<file path="src/rtl/pkb_pkg.sv">
package pkb_pkg;
   // bytes moved by one access of the register data port
   localparam int unsigned PKB_WORD_BYTES = 2;

   typedef struct packed {
      logic ready;
      logic underflow;
   } pkb_tx_flags_t;

   typedef struct packed {
      logic ready;
      logic overrun;
      logic single;
   } pkb_rx_flags_t;
endpackage

</file>
<file path="src/rtl/pkb_order.sv">
module pkb_order #(
   parameter int unsigned BYTE_W = 8
) (
   input  logic                  swap,
   input  logic [2*BYTE_W-1:0]   din,
   output logic [2*BYTE_W-1:0]   dout
);
   localparam int unsigned PAIR_W = 2 * BYTE_W;

   logic [PAIR_W-1:0] swapped;
   assign swapped = {din[BYTE_W-1:0], din[PAIR_W-1:BYTE_W]};
   assign dout    = swap ? swapped : din;
endmodule

</file>
<file path="src/rtl/pkb_tx_ctl.sv">
module pkb_tx_ctl
   import pkb_pkg::*;
#(
   parameter int unsigned DEPTH = 4,
   parameter int unsigned CNT_W = 3
) (
   input  logic             clk,
   input  logic             rst_n,
   input  logic             wr_en,
   input  logic             pop,
   output logic [CNT_W-1:0] cnt,
   output logic             accept,
   output pkb_tx_flags_t    flags
);
   localparam logic [CNT_W-1:0] STEP      = CNT_W'(PKB_WORD_BYTES);
   localparam logic [CNT_W-1:0] WR_LIMIT  = CNT_W'(DEPTH - PKB_WORD_BYTES);
   localparam logic [CNT_W-1:0] ONE       = CNT_W'(1);

   logic [CNT_W-1:0] cnt_q, after_pop, cnt_d;
   logic             take;
   pkb_tx_flags_t    flags_q, flags_d;

   assign take      = pop && (cnt_q != '0);
   assign accept    = wr_en && (cnt_q <= WR_LIMIT);
   assign after_pop = take ? (cnt_q - ONE) : cnt_q;
   assign cnt_d     = accept ? (after_pop + STEP) : after_pop;

   always_comb begin
      flags_d = flags_q;
      if (pop)
         flags_d.ready = 1'b1;
      if (accept && (cnt_d > STEP))
         flags_d.ready = 1'b0;
      if (pop && (cnt_q == '0))
         flags_d.underflow = 1'b1;
      if (accept)
         flags_d.underflow = 1'b0;
   end

   always_ff @(posedge clk) begin
      if (!rst_n) begin
         cnt_q   <= '0;
         flags_q <= '0;
      end else begin
         cnt_q   <= cnt_d;
         flags_q <= flags_d;
      end
   end

   assign cnt   = cnt_q;
   assign flags = flags_q;

   a_r2_count_range: assert property (@(posedge clk) disable iff (!rst_n)
      cnt_q <= CNT_W'(DEPTH));
   a_r2_write_step: assert property (@(posedge clk) disable iff (!rst_n)
      (wr_en && !pop && cnt_q <= WR_LIMIT) |=> (cnt_q == $past(cnt_q) + STEP));
   a_r2_write_ignored: assert property (@(posedge clk) disable iff (!rst_n)
      (wr_en && !pop && cnt_q > WR_LIMIT) |=> $stable(cnt_q));
   a_r4_pop_step: assert property (@(posedge clk) disable iff (!rst_n)
      (pop && !wr_en && cnt_q != '0) |=> (cnt_q == $past(cnt_q) - ONE));
   a_r5_underflow_set: assert property (@(posedge clk) disable iff (!rst_n)
      (pop && !wr_en && cnt_q == '0) |=> flags_q.underflow);
   a_r6_ready_on_pop: assert property (@(posedge clk) disable iff (!rst_n)
      (pop && !wr_en) |=> flags_q.ready);
endmodule

</file>
<file path="src/rtl/pkb_rx_ctl.sv">
module pkb_rx_ctl
   import pkb_pkg::*;
#(
   parameter int unsigned DEPTH = 4,
   parameter int unsigned CNT_W = 3
) (
   input  logic             clk,
   input  logic             rst_n,
   input  logic             rd_en,
   input  logic             push,
   output logic [CNT_W-1:0] cnt,
   output logic             shift_down,
   output logic             place,
   output logic [CNT_W-1:0] place_pos,
   output pkb_rx_flags_t    flags
);
   localparam logic [CNT_W-1:0] STEP = CNT_W'(PKB_WORD_BYTES);
   localparam logic [CNT_W-1:0] FULL = CNT_W'(DEPTH);
   localparam logic [CNT_W-1:0] ONE  = CNT_W'(1);

   logic [CNT_W-1:0] cnt_q, after_read, cnt_d;
   pkb_rx_flags_t    flags_q, flags_d;

   always_comb begin
      if (!rd_en || cnt_q == '0)
         after_read = cnt_q;
      else if (cnt_q == ONE)
         after_read = '0;
      else
         after_read = cnt_q - STEP;
   end

   assign shift_down = rd_en && (cnt_q > STEP);
   assign place      = push && (after_read < FULL);
   assign place_pos  = after_read;
   assign cnt_d      = place ? (after_read + ONE) : after_read;

   always_comb begin
      flags_d = flags_q;
      if (rd_en && cnt_q == ONE)
         flags_d.single = 1'b1;
      if (rd_en && cnt_q >= STEP)
         flags_d.single = 1'b0;
      if (rd_en)
         flags_d.overrun = 1'b0;
      if (push && !place)
         flags_d.overrun = 1'b1;
      if (rd_en && cnt_q != '0 && after_read == '0)
         flags_d.ready = 1'b0;
      if (push)
         flags_d.ready = 1'b1;
   end

   always_ff @(posedge clk) begin
      if (!rst_n) begin
         cnt_q   <= '0;
         flags_q <= '0;
      end else begin
         cnt_q   <= cnt_d;
         flags_q <= flags_d;
      end
   end

   assign cnt   = cnt_q;
   assign flags = flags_q;

   a_r7_push_step: assert property (@(posedge clk) disable iff (!rst_n)
      (push && !rd_en && cnt_q < FULL) |=> (cnt_q == $past(cnt_q) + ONE));
   a_r7_overrun_full: assert property (@(posedge clk) disable iff (!rst_n)
      (push && !rd_en && cnt_q == FULL) |=> (flags_q.overrun && cnt_q == FULL));
   a_r9_single_byte: assert property (@(posedge clk) disable iff (!rst_n)
      (rd_en && !push && cnt_q == ONE) |=> (flags_q.single && cnt_q == '0));
   a_r10_read_clears_overrun: assert property (@(posedge clk) disable iff (!rst_n)
      (rd_en && !push) |=> !flags_q.overrun);
endmodule

</file>
<file path="src/rtl/pkb_store.sv">
module pkb_store #(
   parameter int unsigned BYTE_W = 8,
   parameter int unsigned DEPTH  = 4,
   parameter int unsigned CNT_W  = 3
) (
   input  logic                      clk,
   input  logic                      rst_n,
   input  logic                      load_pair,
   input  logic [2*BYTE_W-1:0]       pair,
   input  logic                      shift_down,
   input  logic                      place,
   input  logic [CNT_W-1:0]          place_pos,
   input  logic [BYTE_W-1:0]         place_byte,
   output logic [DEPTH*BYTE_W-1:0]   lanes
);
   logic [BYTE_W-1:0] cur         [DEPTH];
   logic [BYTE_W-1:0] after_load  [DEPTH];
   logic [BYTE_W-1:0] after_shift [DEPTH];

   for (genvar i = 0; i < DEPTH; i++) begin : g_lane
      logic [BYTE_W-1:0] q;

      assign cur[i]                        = q;
      assign lanes[i*BYTE_W +: BYTE_W]     = q;

      // a write moves every held byte up by one word
      if (i >= 2) begin : g_up
         assign after_load[i] = load_pair ? cur[i-2] : cur[i];
      end else begin : g_in
         assign after_load[i] = load_pair ? pair[i*BYTE_W +: BYTE_W] : cur[i];
      end

      // a read moves the remaining bytes down by one word
      if (i + 2 < DEPTH) begin : g_down
         assign after_shift[i] = shift_down ? after_load[i+2] : after_load[i];
      end else begin : g_top
         assign after_shift[i] = shift_down ? '0 : after_load[i];
      end

      always_ff @(posedge clk) begin
         if (!rst_n)
            q <= '0;
         else if (place && place_pos == CNT_W'(i))
            q <= place_byte;
         else
            q <= after_shift[i];
      end
   end
endmodule

</file>
<file path="src/rtl/pkb_buffer.sv">
module pkb_buffer
   import pkb_pkg::*;
#(
   parameter int unsigned BYTE_W = 8,
   parameter int unsigned DEPTH  = 4
) (
   input  logic                                clk,
   input  logic                                rst_n,
   input  logic                                big_endian,
   input  logic                                wr_en,
   input  logic [PKB_WORD_BYTES*BYTE_W-1:0]    wr_data,
   input  logic                                rd_en,
   output logic [PKB_WORD_BYTES*BYTE_W-1:0]    rd_data,
   input  logic                                tx_pop,
   output logic                                tx_valid,
   output logic [BYTE_W-1:0]                   tx_byte,
   input  logic                                rx_push,
   input  logic [BYTE_W-1:0]                   rx_byte,
   output logic [$clog2(DEPTH+1)-1:0]          tx_count,
   output logic [$clog2(DEPTH+1)-1:0]          rx_count,
   output logic                                tx_ready,
   output logic                                tx_underflow,
   output logic                                rx_ready,
   output logic                                rx_overrun,
   output logic                                rx_single
);
   localparam int unsigned CNT_W  = $clog2(DEPTH + 1);
   localparam int unsigned WORD_W = PKB_WORD_BYTES * BYTE_W;

   if (DEPTH < PKB_WORD_BYTES || (DEPTH % PKB_WORD_BYTES) != 0) begin : g_bad_depth
      $error("pkb_buffer: DEPTH must be a non-zero multiple of the word size");
   end
   if (BYTE_W < 1) begin : g_bad_width
      $error("pkb_buffer: BYTE_W must be at least 1");
   end

   logic [CNT_W-1:0]        tx_cnt, rx_cnt, place_pos;
   logic                    accept, shift_down, place;
   logic [WORD_W-1:0]       pair_in, held_pair;
   logic [DEPTH*BYTE_W-1:0] lanes;
   pkb_tx_flags_t           tx_flags;
   pkb_rx_flags_t           rx_flags;

   pkb_tx_ctl #(.DEPTH(DEPTH), .CNT_W(CNT_W)) u_tx (
      .clk    (clk),
      .rst_n  (rst_n),
      .wr_en  (wr_en),
      .pop    (tx_pop),
      .cnt    (tx_cnt),
      .accept (accept),
      .flags  (tx_flags)
   );

   pkb_rx_ctl #(.DEPTH(DEPTH), .CNT_W(CNT_W)) u_rx (
      .clk        (clk),
      .rst_n      (rst_n),
      .rd_en      (rd_en),
      .push       (rx_push),
      .cnt        (rx_cnt),
      .shift_down (shift_down),
      .place      (place),
      .place_pos  (place_pos),
      .flags      (rx_flags)
   );

   // lane 1 of the incoming pair is the one sent first
   pkb_order #(.BYTE_W(BYTE_W)) u_wr_order (
      .swap (!big_endian),
      .din  (wr_data),
      .dout (pair_in)
   );

   pkb_store #(.BYTE_W(BYTE_W), .DEPTH(DEPTH), .CNT_W(CNT_W)) u_store (
      .clk        (clk),
      .rst_n      (rst_n),
      .load_pair  (accept),
      .pair       (pair_in),
      .shift_down (shift_down),
      .place      (place),
      .place_pos  (place_pos),
      .place_byte (rx_byte),
      .lanes      (lanes)
   );

   // oldest transmit byte sits at lane count-1
   always_comb begin
      tx_byte = '0;
      for (int i = 0; i < DEPTH; i++) begin
         if (tx_cnt == CNT_W'(i + 1))
            tx_byte = lanes[i*BYTE_W +: BYTE_W];
      end
   end

   // receive lanes 0 and 1 hold the oldest pair; mask positions not held
   assign held_pair[BYTE_W-1:0]      = (rx_cnt >= CNT_W'(1)) ? lanes[BYTE_W-1:0] : '0;
   assign held_pair[WORD_W-1:BYTE_W] = (rx_cnt >= CNT_W'(2)) ? lanes[WORD_W-1:BYTE_W] : '0;

   pkb_order #(.BYTE_W(BYTE_W)) u_rd_order (
      .swap (big_endian),
      .din  (held_pair),
      .dout (rd_data)
   );

   assign tx_valid     = (tx_cnt != '0);
   assign tx_count     = tx_cnt;
   assign rx_count     = rx_cnt;
   assign tx_ready     = tx_flags.ready;
   assign tx_underflow = tx_flags.underflow;
   assign rx_ready     = rx_flags.ready;
   assign rx_overrun   = rx_flags.overrun;
   assign rx_single    = rx_flags.single;

   a_r4_valid_tracks_count: assert property (@(posedge clk) disable iff (!rst_n)
      (tx_pop && !wr_en && tx_count == CNT_W'(1)) |=> !tx_valid);
   a_r5_empty_pop_zero: assert property (@(posedge clk) disable iff (!rst_n)
      !tx_valid |-> (tx_byte == '0));
endmodule

</file>
<file path="config.mk">
export PLATFORM = sky130hd
export DESIGN_NAME = pkb_buffer
export DESIGN_NICKNAME = d
export VERILOG_FILES = /design/src/rtl/pkb_pkg.sv /design/src/rtl/pkb_order.sv /design/src/rtl/pkb_tx_ctl.sv /design/src/rtl/pkb_rx_ctl.sv /design/src/rtl/pkb_store.sv /design/src/rtl/pkb_buffer.sv
export SDC_FILE = /design/constraint.sdc
export NUM_CORES = 1
export LEC_CHECK = 0
export BUFFER_PORTS_ARGS = -buffer_cell sky130_fd_sc_hd__buf_4
export CAP_MARGIN = 5
export CORE_UTILIZATION = 41
export DETAILED_ROUTE_END_ITERATION = 12
export GPL_TIMING_DRIVEN = 0
export HOLD_SLACK_MARGIN = 0.12
export MAX_ROUTING_LAYER = met4
export PLACE_DENSITY = 0.65
export SYNTH_ARGS = -nofsm -noshare
export SYNTH_HDL_FRONTEND = slang
export SYNTH_SLANG_ARGS = --single-unit
</file>
<file path="constraint.sdc">
create_clock -name clk -period 2.2 [get_ports clk]
set_input_delay 0.22 -clock clk [delete_from_list [all_inputs] [get_ports clk]]
set_output_delay 0.22 -clock clk [all_outputs]
set_load 0.1 [all_outputs]
</file>
# [Word-level counts from Yosys, hierarchy flattened]
# Cells that the tools add are included.
[op_classes] n_reduce_logical=30 n_bitwise=1 eq_ne=8 magnitude_cmp=6 n_addsub=4 n_mux=29
[op_table] operator="$mux W8" count=18
[op_table] operator="$mux W16" count=2
[op_table] operator="$logic_and A1 B1 Y1" count=15
[op_table] operator="$mux W3" count=5
[op_table] operator="$eq A3 B2 Y1 const B" count=4
[op_table] operator="$reduce_bool A3 Y1" count=4
[op_table] operator="$eq A3 B1 Y1 const B" count=3
[op_table] operator="$logic_not A3 Y1" count=3
[op_table] operator="$gt A3 B2 Y1 const B" count=2
[op_table] operator="$reduce_or A2 Y1" count=3
[op_table] operator="$mux W1" count=4
[op_table] operator="$reduce_bool A2 Y1" count=2
[op_table] operator="$add A3 B1 Y3 const B" count=1
[op_table] operator="$add A3 B2 Y3 const B" count=1
[op_table] operator="$eq A3 B3 Y1 const B" count=1
[op_table] operator="$ge A3 B1 Y1 const B" count=1
[op_table] operator="$ge A3 B2 Y1 const B" count=1
[op_table] operator="$le A3 B2 Y1 const B" count=1
[op_table] operator="$lt A3 B3 Y1 const B" count=1
[op_table] operator="$sub A3 B1 Y3 const B" count=1
[op_table] operator="$sub A3 B2 Y3 const B" count=1
[op_table] operator="$logic_not A1 Y1" count=2
[op_table] operator="$logic_or A1 B1 Y1" count=1
[op_table] operator="$not A1 Y1" count=1
[word_totals] reg_bits=43 out_inout_bits=36 wordCells=89

# [Longest topological paths before layout]
# Gate-level depths: netlist (run 1).
[logic_depth] word_depth=8 ltp_mapped=11 depth_no_buf=9

# [Hierarchy]
# A second synthesis (run 1) with hierarchy kept.
[unflattened] hier_cells=385 hier_area_um2=3525.9
[modules_own_cells] module="pkb_store" area_each_um2=1779.2 cells_each=205 n_inst=1 seq_area_each_um2=640.6
[modules_own_cells] module="pkb_buffer" area_each_um2=519.2 cells_each=60 n_inst=1 seq_area_each_um2=0.0
[modules_own_cells] module="pkb_order" area_each_um2=249.0 cells_each=18 n_inst=2 seq_area_each_um2=0.0
[modules_own_cells] module="pkb_rx_ctl" area_each_um2=384.1 cells_each=43 n_inst=1 seq_area_each_um2=120.1
[modules_own_cells] module="pkb_tx_ctl" area_each_um2=345.3 cells_each=41 n_inst=1 seq_area_each_um2=100.1

# [Least setup slack after synthesis (run 1)]
# Ideal clock, no wire load.
[synth_timing] path_kind="reg-to-output" from="register u_tx.cnt_q[1], in the netlist u_tx.cnt[1]" to="output port tx_byte[7]" stages_incl_launch_ff=7 path_buffers=1 t_required_ns=1.980 t_arrival_ns=3.993 path_slack_ns=-2.013 cell_sequence="dfxtp_1 > ha_1 > clkbuf_1 > nand2_1 > a21oi_1 > a21oi_1 > o21ai_0"
[synth_between] elab_chain_len=5
[synth_lines] element="from (decl)" line_no="pkb_tx_ctl.sv:19" source="logic [CNT_W-1:0] cnt_q, after_pop, cnt_d;"
[synth_lines] element="from (signal assigned)" line_no="pkb_tx_ctl.sv:45" source="cnt_q <= cnt_d;"
[synth_lines] element="$eq A3 B1 Y1" line_no="pkb_buffer.sv:89" source="if (tx_cnt == CNT_W'(i + 1))"
[synth_lines] element="$mux W8 (3 in a row)" line_no="pkb_buffer.sv:89"
[synth_lines] element="$mux W8 *" line_no="pkb_buffer.sv:89"
[synth_lines] element="to (decl)" line_no="pkb_buffer.sv:16" source="output logic [BYTE_W-1:0] tx_byte,"
# Mark *: on every way between the ends. The rest lies on a longest branch, timed or not.

# [Final worst setup path (run 1)]
[layout_timing] from="register u_tx.cnt_q[0], in the netlist u_tx.cnt[0]" to="output port tx_byte[5]"
# The elaborated chain is that of the path after synthesis.

==> results.rst, run 1 <==
.. list-table::
   :header-rows: 1

   * - Metric
     - Value
   * - Outcome
     - complete, no violations
   * - Wire length of the first global-routing pass
     - between 15,000 and 20,000 um
   * - CP Cell Sequence
     - inv_2, ha_4, clkbuf_4, nand3b_1, a21oi_1, a21oi_2, o21ai_4, buf_12
   * - Fraction of layout instances using a drive strength above 1
     - approximately a third
   * - Number of enable-type register cells in the synthesized netlist
     - 0
   * - 1st-pass router iterations
     - 5
   * - Compound-cell area share of the yosys netlist
     - 25.55%
   * - Data arrival time of the critical path
     - roughly 1900 ps
   * - Syn_area_per_cell
     - 7.581 um^2
   * - Crit-path slowest cell
     - sky130_fd_sc_hd__dfxtp_4
   * - Clock buffers created by TritonCTS
     - 5
   * - Fin crit share
     - 97.52%
   * - Max frequency
     - approximately 470 MHz
   * - Hold Vio Cnt, Final
     - 0
   * - Core ar.
     - ~7400 um^2
   * - Row cnt
     - 31
   * - Maximum fanout along the worst path
     - 10
   * - Final wirelength
     - about 11,000 um
   * - Total setup violations reported at the end of the flow
     - 0
   * - Die Span X
     - 90.65 um
   * - Number of global-route vias before repair
     - 3,264
   * - Placed Instances
     - 588
   * - Die Area
     - roughly 8200 um^2
   * - Max H-tree Level
     - 2
   * - Cell family with the largest share of critical-path delay
     - buffers and inverters
   * - Synthesized area
     - about 3200 um^2
   * - Worst-path clk slew
     - 90 ps
   * - Antenna Diode Count
     - 0
   * - Total of warnings raised by yosys
     - 0
   * - Simple-gate share of the synthesized area
     - 23.81%
   * - Number of placed I/O pins
     - 67
   * - Clock tree from TritonCTS
     - done
   * - Synthesized Nets
     - 467
   * - Peak supply drop
     - 0.8120 mV
   * - Synthesized instance count
     - 425
   * - Tightest Pin Transition
     - approximately 690 ps
   * - Global route total overflow
     - 0
   * - Power density over the cells
     - 1194 nW/um^2
   * - CTS Hold Bufs
     - 0
   * - CP startpoint kind
     - flip-flop
   * - Clock period minus final worst setup slack
     - ~2100 ps
   * - Post-route setup slack
     - 54.57 ps
   * - DRC violations left
     - 0
   * - Signed area change from the synthesized netlist to the final layout
     - 43.92%
   * - Combinational family with the most area after synthesis
     - compound AO/OA/AOI/OAI gates
   * - Mux contribution to synthesized area
     - a little over an eighth
   * - Flops & latches, synth
     - 43
   * - Final routed wire length divided by cell count
     - 18.28 um
   * - Fraction of registers with async set or reset after synthesis
     - 0%
   * - Number of antenna violations at the first check in global routing
     - 0
   * - Clock tree root driver cell
     - sky130_fd_sc_hd__clkbuf_8
   * - Required time of the critical path
     - 1980 ps
   * - Worst hold-check path type
     - in -> reg
   * - Post-route clock skew
     - 8.933 ps
   * - Cell variety after synth
     - 43
   * - Post-placement setup slack
     - -101.7 ps
   * - Post-Synth XOR/XNOR Area
     - 1.087%
   * - Largest net degree at the start of global routing
     - 14
   * - Clk buf depth
     - 2
   * - Most used flip-flop cell after synthesis
     - sky130_fd_sc_hd__dfxtp_1
   * - Setup repair after global routing missed its margin
     - no
   * - Buffers on Ports
     - 64
   * - Final Instance Count excl. Fillers
     - 596
   * - Count of routing violations after the opening detailed-route iteration
     - around 300
   * - Vias per cell
     - between 5 and 6
   * - Max-slew headroom
     - between 50 and 60%
   * - Die Y
     - 90.65 um
   * - Final HPWL DP
     - 8185 um
   * - Buf+Inv Stages, Crit Path
     - 3
   * - PnR Total Power
     - 5.536 mW
   * - Share of the core filled with cells in the final layout
     - roughly 63%
   * - Number of clock sinks seen by CTS
     - 43
   * - Vias post-DR
     - 3,428
   * - Skew-Pair Late Insertion Delay
     - 300 ps
   * - Largest stage delay on the critical path
     - ~380 ps
   * - Portion of the post-synthesis area used by sequential elements
     - 26.72%
   * - Fill cells
     - between 700 and 800
   * - Critical Path End Type
     - output pin
   * - Static power due to leakage
     - between 1.5 and 2 nW
   * - Final nets
     - 538
   * - Gpl congestion
     - 0.8590
   * - Total of max-cap violations
     - 0
   * - Count of final max-slew check failures
     - 0
   * - Global Route Usage Sum
     - 27.46%
   * - Post-synthesis share of cell area spent on full adders, half adders and majority gates
     - 4.272%
   * - Number of nets still failing antenna checks after routing
     - 0
   * - Initial Utilization
     - 43.49%
   * - Critical path class
     - reg -> out
[flip-flops by register name, summed over array words and instances, names as in the netlist]
| register | flops |
|---|---|
| u_store.g_lane.q | 32 |
| u_tx.flags | 2 |
| u_tx.cnt | 3 |
| u_rx.cnt | 3 |
| u_rx.flags | 3 |
[path summary, 6_finish.rpt]
| kind | startpoint | end | slack, ps | cells after the start |
|---|---|---|---|---|
| setup reg to reg | u_rx.cnt[1] | u_store.g_lane[1].q[4] | 120 | 10 |
| setup / recovery | u_tx.cnt[0] | tx_byte[5] | 50 | 8 |
| hold reg to reg | u_tx.flags[0] | u_tx.flags[0] | 490 | 2 |
| hold / removal | rx_byte[5] | u_store.g_lane[3].q[5] | 190 | 3 |
[worst min-delay path, stage by stage]
cell,delay (ps)
sky130_fd_sc_hd__buf_4,130
sky130_fd_sc_hd__nand2_1,50
sky130_fd_sc_hd__a21boi_1,50
[power breakdown]
group	total [mW]	switching [mW]	internal, mW
Clock	0.625	0.284	0.340
Combinational	3.63	2.46	1.17
Sequential	1.28	0.292	0.987
Total	5.54	3.04	2.50
[cell families after synthesis]
logic type	Yosys count
AOI/OAI and AO/OA	129
xor gates and xnor gates	4
adders and majority gates	11
buffers and inverters	42
DFF	43
muxes	40
and+or+nand+nor	156
[routing by layer]
metal  share of wire, %  GRT usage (%)  routed length (um)
met1                 46          37.26                5062
met2                 46          43.37                5022
met3                6.6          4.209                 719
met4               0.84          5.242                  91
met5                  0              -                   0
[cell usage after synthesis, types with 6 or more instances]
cell / n / area, um^2
sky130_fd_sc_hd__inv_1: 6 / 22.52
sky130_fd_sc_hd__a21boi_1: 16 / 120.1
sky130_fd_sc_hd__nand3b_1: 8 / 60.06
sky130_fd_sc_hd__nor3_1: 19 / 95.09
sky130_fd_sc_hd__clkbuf_1: 23 / 86.33
sky130_fd_sc_hd__mux2i_1: 24 / 240.2
sky130_fd_sc_hd__a221oi_1: 8 / 70.07
sky130_fd_sc_hd__a21oi_1: 45 / 225.2
sky130_fd_sc_hd__o21ai_0: 16 / 80.08
sky130_fd_sc_hd__o2bb2ai_1: 8 / 70.07
sky130_fd_sc_hd__mux2_1: 16 / 180.2
sky130_fd_sc_hd__dfxtp_1: 43 / 860.8
sky130_fd_sc_hd__nand3_1: 32 / 160.2
sky130_fd_sc_hd__nand2b_1: 7 / 43.79
sky130_fd_sc_hd__o221ai_1: 8 / 70.07
sky130_fd_sc_hd__o21ai_1: 18 / 90.09
sky130_fd_sc_hd__ha_1: 11 / 137.6
sky130_fd_sc_hd__nand2_1: 67 / 251.5
[metrics by stage]
step | setup TNS, ps | hold WS, ps | area (um^2)
after floorplan | -125.7 | 354.9 | 3620
after global placement | -792.5 | 458.4 | 4224
after detailed placement | -989.4 | 472.5 | 4224
after CTS | 0 | 187.3 | 4459
after global routing | 0 | 182.7 | 4637
final | 0 | 188.4 | 4637
[what timing repair did]
| action | 4_1_cts | 5_1_grt |
|---|---|---|
| endpoints found under the hold margin | 0 | 0 |
| resized for setup | 34 | 43 |
| setup buffers | 2 | 4 |
| pin swaps | 3 | 5 |
| endpoints found under the setup margin | 42 | 48 |
[cells in the final DEF, fill, tap and decap left out, types with 5 or more instances in the layout]
cell                        instances
sky130_fd_sc_hd__nand3b_1           8
sky130_fd_sc_hd__buf_4             48
sky130_fd_sc_hd__o21ai_0           10
sky130_fd_sc_hd__buf_6             25
sky130_fd_sc_hd__nor3_1            17
sky130_fd_sc_hd__dfxtp_4            5
sky130_fd_sc_hd__nand3_1           30
sky130_fd_sc_hd__nand2b_1           6
sky130_fd_sc_hd__a221oi_1           7
sky130_fd_sc_hd__o21ai_4           16
sky130_fd_sc_hd__a21oi_2            9
sky130_fd_sc_hd__clkbuf_1          11
sky130_fd_sc_hd__mux2i_1           16
sky130_fd_sc_hd__inv_1              5
sky130_fd_sc_hd__mux2i_4            8
sky130_fd_sc_hd__a21oi_1           34
sky130_fd_sc_hd__ha_1               8
sky130_fd_sc_hd__dfxtp_1           37
sky130_fd_sc_hd__a21boi_1          16
sky130_fd_sc_hd__nand2_2           10
sky130_fd_sc_hd__o21ai_1            8
sky130_fd_sc_hd__clkbuf_8           7
sky130_fd_sc_hd__nand2_1           57
sky130_fd_sc_hd__o2bb2ai_1          8
sky130_fd_sc_hd__mux2_1            16
[area by class of cell]
type / count / area [um^2] / share of cell area [%]
buffer: 29 / 190.2 / 4.101
clock buffer: 7 / 76.32 / 1.646
clock inverter: 1 / 30.03 / 0.6476
inverter: 7 / 26.28 / 0.5666
multi-input combinational: 340 / 2673 / 57.64
sequential: 43 / 880.8 / 19.00
tap: 99 / 123.9 / 2.671
timing repair buffer: 70 / 636.9 / 13.73
Power figures use the tool's default switching activity.
==> run 2, diff against run 1 <==
--- a/config.mk
+++ b/config.mk
@@ -7,12 +7,14 @@
 export LEC_CHECK = 0
 export BUFFER_PORTS_ARGS = -buffer_cell sky130_fd_sc_hd__buf_4
 export CAP_MARGIN = 5
-export CORE_UTILIZATION = 41
+export CELL_PAD_IN_SITES_DETAIL_PLACEMENT = 0
+export CELL_PAD_IN_SITES_GLOBAL_PLACEMENT = 1
+export CORE_UTILIZATION = 36
 export DETAILED_ROUTE_END_ITERATION = 12
 export GPL_TIMING_DRIVEN = 0
 export HOLD_SLACK_MARGIN = 0.12
 export MAX_ROUTING_LAYER = met4
-export PLACE_DENSITY = 0.65
+export PLACE_DENSITY_LB_ADDON = 0.1
 export SYNTH_ARGS = -nofsm -noshare
 export SYNTH_HDL_FRONTEND = slang
 export SYNTH_SLANG_ARGS = --single-unit
==> run 2 against run 1 <==
  * Sequential power about the same
  * Clock skew about the same
  * Worst hold slack lost 0.71 ps
  * Utilization fell by 8.9 points
  * Clock-buffer cell count shrank 1
  * Global-route usage decreased by 2.3 points
  * Routed wire length rose by 3.5%
  * Sequential cell count unchanged
  * Die area is 14% higher
  * Critical path type is now reg -> reg
  * Critical endpoint is now u_store.g_lane[0].q[2]
  * Highest routed layer unchanged
==> results.rst, run 2 (synthesis gave the netlist of run 1 again) <==
.. list-table::
   :header-rows: 1

   * - Metric
     - Value
   * - Number of antenna violations at the first check in global routing
     - 0
   * - Number of global-route vias before repair
     - 3,268
   * - CTS Hold Bufs
     - 0
   * - Post-route clock skew
     - 9.149 ps
   * - Static power due to leakage
     - 1.784 nW
   * - Number of placed I/O pins
     - 67
   * - Maximum fanout along the worst path
     - 9
   * - Buffers on Ports
     - 64
   * - Clock tree from TritonCTS
     - done
   * - Die Y
     - 96.60 um
   * - Max H-tree Level
     - 2
   * - Buf+Inv Stages, Crit Path
     - 5
   * - Largest stage delay on the critical path
     - between 300 and 400 ps
   * - Worst Min Path Start
     - rx_byte[4]
   * - Commonest cells after routing, fill and taps aside
     - sky130_fd_sc_hd__nand2_1 (57), sky130_fd_sc_hd__buf_4 (51), sky130_fd_sc_hd__dfxtp_1 (37), sky130_fd_sc_hd__a21oi_1 (35), sky130_fd_sc_hd__nand3_1 (30)
   * - Power density over the cells
     - around 1200 nW/um^2
   * - Wire length of the first global-routing pass
     - 18,210 um
   * - Vias post-DR
     - between 3k and 4k
   * - Area taken by flip-flops and latches
     - 880.8 um^2
   * - Clock period minus final worst setup slack
     - 2139 ps
   * - Signed area change from the synthesized netlist to the final layout
     - 44.74%
   * - Crit-path slowest cell
     - sky130_fd_sc_hd__dfxtp_4
   * - Total setup violations reported at the end of the flow
     - 0
   * - Data arrival time of the critical path
     - 2330 ps
   * - Final HPWL DP
     - 8735 um
   * - Multi-input combinational cell area
     - 2644 um^2
   * - Total of max-cap violations
     - 0
   * - Number of nets still failing antenna checks after routing
     - 0
   * - Register with the highest flop count
     - u_store.g_lane.q
   * - Number of clock sinks seen by CTS
     - 43
   * - Clock buffers created by TritonCTS
     - 5
   * - R2R Path Start
     - u_rx.cnt[2]
   * - Placed Instances
     - 597
   * - Fin crit share
     - 97.21%
   * - Worst hold-check path type
     - in -> reg
   * - Gpl congestion
     - 0.8332
   * - Global route total overflow
     - 0
   * - Final wirelength
     - about 11,000 um
   * - Share of the core filled with cells in the final layout
     - 53.73%
   * - Leading cell type in the layout, fill and taps excluded
     - sky130_fd_sc_hd__nand2_1
   * - Clock tree root driver cell
     - sky130_fd_sc_hd__clkbuf_8
   * - Max-slew headroom
     - 55.64%
   * - Die Area
     - 9332 um^2
   * - Final routed wire length divided by cell count
     - 18.63 um
   * - Global Route Usage Sum
     - 25.17%
   * - Critical path class
     - reg -> reg
   * - Worst-path clk slew
     - 90 ps
   * - Fraction of layout instances using a drive strength above 1
     - 33.80%
   * - Core ar.
     - 8678 um^2
   * - 1st-pass router iterations
     - 6
   * - Count of routing violations after the opening detailed-route iteration
     - roughly 310
   * - Required time of the critical path
     - 2400 ps
   * - Hold slack final
     - 187.7 ps
   * - End of the worst register-to-register path
     - u_store.g_lane[0].q[2]
   * - Critical Path End Type
     - flip-flop
   * - DRC violations left
     - 0
   * - Peak supply drop
     - 0.5932 mV
   * - CP Cell Sequence
     - clkbuf_8, inv_1, ha_2, nand2b_1, buf_4, or2_1, buf_6, nand2b_1, buf_4, o221ai_1, a21oi_1
   * - Cell depth of the worst flop-to-flop path
     - 11
   * - Hold Vio Cnt, Final
     - 0
   * - Row cnt
     - 34
   * - Count of final max-slew check failures
     - 0
   * - Final nets
     - 538
   * - CP startpoint kind
     - flip-flop
   * - Outcome
     - complete, no violations
   * - Terminating pin of the worst hold path
     - u_store.g_lane[2].q[4]
   * - Clk buf depth
     - 2
   * - Setup Total Neg Slack
     - 0 ps
   * - Vias per cell
     - 5.645
   * - Skew-Pair Late Insertion Delay
     - 300 ps
   * - Worst-case register-to-register setup slack
     - 60 ps
   * - Max frequency
     - 467.6 MHz
   * - Die Span X
     - 96.60 um
   * - Count of cells along the worst hold path
     - 3
   * - Fill cells
     - roughly 860
   * - Cell family with the largest share of critical-path delay
     - buffers and inverters
   * - Antenna Diode Count
     - 0
   * - Setup repair after global routing missed its margin
     - yes
   * - Initial Utilization
     - roughly 37%
   * - Largest net degree at the start of global routing
     - 14
   * - Tightest Pin Transition
     - 665.4 ps
   * - Final Instance Count excl. Fillers
     - between 600 and 700
   * - Flip-flop count of the largest register after layout
     - 32
## run 2: changes by cell type in the layout (fill, tap and decap cells not counted), moves of 2 or more
cell,previous run,this run
sky130_fd_sc_hd__buf_4,48,51
sky130_fd_sc_hd__o221ai_1,4,7
sky130_fd_sc_hd__buf_6,25,10
sky130_fd_sc_hd__a21oi_2,9,7
sky130_fd_sc_hd__buf_8,1,8
sky130_fd_sc_hd__buf_12,2,7
sky130_fd_sc_hd__o221ai_2,3,1
## run 2: tightest hold or removal path: cells and delay by family
kind | cells | cell delay [ps]
buffers and inverters | 1 | 130
AND/OR/NAND/NOR | 1 | 50
AO/OA/AOI/OAI | 1 | 50
## run 2: area by class of cell
class                      instances  area share (%)
buffer                            30           4.293
clock buffer                       6           1.556
clock inverter                     2          0.2683
inverter                           7          0.5635
multi-input combinational        340           56.69
sequential                        43           18.89
tap                              108           2.898
timing repair buffer              69           14.84
## run 2: how the worst max path moves through the flow
stage	cells past startpoint	end	from
detailed placement	9	u_store.g_lane[1].q[7]	u_rx.cnt[2]
global route	11	u_store.g_lane[0].q[4]	u_rx.cnt[2]
global placement	9	u_store.g_lane[1].q[3]	u_rx.cnt[2]
finish	11	u_store.g_lane[0].q[2]	u_rx.cnt[2]
CTS	8	tx_byte[5]	u_tx.cnt[0]
floorplan	11	u_store.g_lane[0].q[0]	u_rx.cnt[2]
## run 2: power by group
part / internal (mW) / switching, mW
Combinational: 1.21 / 2.47
Clock: 0.223 / 0.306
Sequential: 0.986 / 0.283
Total: 2.42 / 3.06
## run 2: timing repair
| action | 4_1_cts | 5_1_grt |
|---|---|---|
| resized for setup | 35 | 53 |
| setup endpoints to repair | 47 | 57 |
| buffers inserted | 2 | 3 |
| pin swaps | 3 | 2 |
| endpoints found under the hold margin | 0 | 0 |
## run 2: per-layer routing
metal  track usage, %  share of wire [%]  up-vias
met2            39.76                 45      121
met1            35.41                 48     1601
met4            3.789               0.90        0
met5                -                  0        -
met3            2.746                6.3       10
li1                 -                  -     1683
## run 2: per-stage QoR
step | instance area (um^2) | total power, mW | setup slack [ps]
3_5_place_dp | 4235 | 4.634 | -126.9
5_1_grt | 4663 | 5.760 | -24.32
4_1_cts | 4449 | 5.283 | -14.81
2_1_floorplan | 3620 | 3.871 | -16.73
3_3_place_gp | 4235 | 4.601 | -150.6
6_report | 4663 | 5.482 | 61.34
==> run 3, diff against run 2 <==
--- a/config.mk
+++ b/config.mk
@@ -9,7 +9,7 @@
 export CAP_MARGIN = 5
 export CELL_PAD_IN_SITES_DETAIL_PLACEMENT = 0
 export CELL_PAD_IN_SITES_GLOBAL_PLACEMENT = 1
-export CORE_UTILIZATION = 36
+export CORE_UTILIZATION = 40
 export DETAILED_ROUTE_END_ITERATION = 12
 export GPL_TIMING_DRIVEN = 0
 export HOLD_SLACK_MARGIN = 0.12
==> constraint.sdc (replaced) <==
create_clock -name clk -period 2.13 [get_ports clk]
set_input_delay 0.213 -clock clk [delete_from_list [all_inputs] [get_ports clk]]
set_output_delay 0.213 -clock clk [all_outputs]
set_load 0.1 [all_outputs]
==> run 3 against run 2 <==
  * Clock skew rose by 0.54 ps
  * Sequential share of layout area fell by 0.39 points
  * Sequential power up 6%
  * Clock-buffer cell count is 1 higher
  * Combinational power grew 5%
  * Utilization rose by 7.6 points
  * First-iteration DRC count is 43% lower
  * Clock power up 41%
  * Critical path type is now reg -> out
  * Critical endpoint is now tx_byte[5]
==> results.rst, run 3 (synthesis gave the netlist of run 1 again) <==
.. list-table::
   :header-rows: 1

   * - Metric
     - Value
   * - Outcome
     - complete, no violations
   * - Final routed wire length divided by cell count
     - 18.90 um
   * - Gpl congestion
     - 0.8931
   * - Number of antenna violations at the first check in global routing
     - 0
   * - Signed area change from the synthesized netlist to the final layout
     - 47.77%
   * - Number of placed I/O pins
     - 67
   * - Critical Path End Type
     - output pin
   * - Vias post-DR
     - 3,495
   * - Maximum fanout along the worst path
     - 10
   * - Setup repair after global routing missed its margin
     - yes
   * - Hold Vio Cnt, Final
     - 0
   * - Number of clock sinks seen by CTS
     - 43
   * - Vias per cell
     - 5.806
   * - Antenna Diode Count
     - 0
   * - Power density over the cells
     - 1248 nW/um^2
   * - Initial Utilization
     - 41.48%
   * - Clock tree from TritonCTS
     - done
   * - Skew-Pair Late Insertion Delay
     - 310 ps
   * - Worst-path clk slew
     - ~90 ps
   * - Count of routing violations after the opening detailed-route iteration
     - 175
   * - Worst hold-check path type
     - in -> reg
   * - Required time of the critical path
     - 1920 ps
   * - Final wirelength
     - 11,380 um
   * - Max H-tree Level
     - 2
   * - Leading cell type in the layout, fill and taps excluded
     - sky130_fd_sc_hd__nand2_1
   * - Multi-input combinational cell area
     - 2704 um^2
   * - Global Route Usage Sum
     - 28.57%
   * - PnR Total Power
     - a little under 6 mW
   * - Area taken by flip-flops and latches
     - 880.8 um^2
   * - Final nets
     - 541
   * - Total of max-cap violations
     - 0
   * - Finished Cell Area
     - 4761 um^2
   * - Fin crit share
     - between 90% and 100%
   * - Critical path class
     - reg -> out
   * - Row cnt
     - 32
   * - Die Y
     - 91.75 um
   * - Tightest Pin Transition
     - 714.2 ps
   * - Switching share of power
     - 53.61%
   * - Static power due to leakage
     - 1.841 nW
   * - Setup Total Neg Slack
     - 0 ps
   * - Buffers on Ports
     - 64
   * - Total net switching power
     - around 3.2 mW
   * - Register with the highest flop count
     - u_store.g_lane.q
   * - Number of nets still failing antenna checks after routing
     - 0
   * - Max frequency
     - 484.0 MHz
   * - Post-route clock skew
     - between 9 and 10 ps
   * - Clock tree root driver cell
     - sky130_fd_sc_hd__clkbuf_8
   * - Number of global-route vias before repair
     - 3,503
   * - Share of power burned in the clock network
     - between 10% and 20%
   * - Clock buffers created by TritonCTS
     - 5
   * - Flip-flop count of the largest register after layout
     - 32
   * - Fraction of layout instances using a drive strength above 1
     - 36.40%
   * - Data arrival time of the critical path
     - 1850 ps
   * - Peak supply drop
     - 1.142 mV
   * - Max-slew headroom
     - 52.39%
   * - DRC violations left
     - 0
   * - Die Span X
     - 91.75 um
   * - 1st-pass router iterations
     - 4
   * - Total internal power
     - approximately 2.8 mW
   * - Clk buf depth
     - 2
   * - Count of final max-slew check failures
     - 0
   * - Clock period minus final worst setup slack
     - 2066 ps
   * - Die Area
     - 8417 um^2
   * - Commonest cells after routing, fill and taps aside
     - sky130_fd_sc_hd__nand2_1 (58), sky130_fd_sc_hd__buf_4 (52), sky130_fd_sc_hd__dfxtp_1 (37), sky130_fd_sc_hd__a21oi_1 (34), sky130_fd_sc_hd__nand3_1 (30)
   * - Proportion of power drawn by combinational gates
     - 65.0%
   * - Core ar.
     - 7767 um^2
   * - Global route total overflow
     - 0
   * - Largest net degree at the start of global routing
     - 20
   * - Final HPWL DP
     - approximately 8700 um
   * - Reg power frac
     - 22.5%
   * - Fill cells
     - 721
   * - CP startpoint kind
     - flip-flop
   * - Wire length of the first global-routing pass
     - 18,260 um
   * - Area of placed instances
     - 4368 um^2
   * - Total setup violations reported at the end of the flow
     - 0
-- run 3: changes by cell type in the layout (fill, tap and decap cells not counted), sizes merged --
cell / change
buf: +4
bufinv: +1
clkinv: -1
clkinvlp: -1
-- run 3: layout make-up --
class	instances	share of cell area, %
Timing Repair Buffer	74	14.19
Multi-Input combinational cell	340	56.79
Clock inverter	1	0.6307
Inverter	7	0.7096
Sequential cell	43	18.50
Buffer	28	4.442
Clock buffer	7	2.050
Tap cell	102	2.681
-- run 3: worst paths after layout --
kind | startpoint | endpoint | slack [ps] | depth (start not counted)
max | u_tx.cnt[0] | tx_byte[5] | 60 | 8
min | rx_byte[6] | u_store.g_lane[2].q[6] | 160 | 3
min reg2reg | u_tx.flags[0] | u_tx.flags[0] | 490 | 2
max reg2reg | u_tx.cnt[0] | u_tx.flags[1] | 70 | 8
-- run 3: stage by stage --
stage          instances  setup slack, ps  hold slack [ps]  util (%)
2_1_floorplan        425           -28.39            347.8         -
3_3_place_gp         591           -117.4            455.4     56.23
3_5_place_dp         591           -113.4            459.3     56.23
4_1_cts              596            3.389            165.9     59.29
5_1_grt              602           -15.15            167.8     61.29
6_report             602            63.69            164.9     61.29
-- run 3: power groups by stage --
stage	clock (mW)	combinational, mW	sequential [mW]
after floorplan	0	2.54	1.60
after global placement	0	3.54	1.34
after detailed placement	0	3.58	1.34
after CTS	0.748	3.70	1.32
after global routing	0.784	4.09	1.36
final	0.743	3.86	1.34
-- run 3: what timing repair did --
item	CTS	global route
hold buffers	0	0
setup buffers	3	7
cloned	0	0
pin swaps	4	6
hold endpoints to repair	0	0
endpoints found under the setup margin	51	41
gates resized for setup	30	31
-- run 3: per-layer routing --
| layer | track usage [%] | wire, um | vias to the layer above | share of wire, % |
|---|---|---|---|---|
| met5 | - | 0 | - | 0 |
| met4 | 5.599 | 161 | 0 | 1.4 |
| met3 | 3.814 | 629 | 17 | 5.5 |
| met2 | 50.25 | 5783 | 97 | 51 |
| met1 | 35.15 | 4806 | 1691 | 42 |
| li1 | - | - | 1690 | - |
-- run 3: worst max-delay path, cell delays in order (launching register included) --
cell and delay, ps:
sky130_fd_sc_hd__dfxtp_4 400, sky130_fd_sc_hd__inv_4 60, sky130_fd_sc_hd__ha_4 190, sky130_fd_sc_hd__buf_6 140
sky130_fd_sc_hd__nand3b_1 180, sky130_fd_sc_hd__a21oi_2 150, sky130_fd_sc_hd__a21oi_1 70, sky130_fd_sc_hd__o21ai_4 150
sky130_fd_sc_hd__buf_12 190
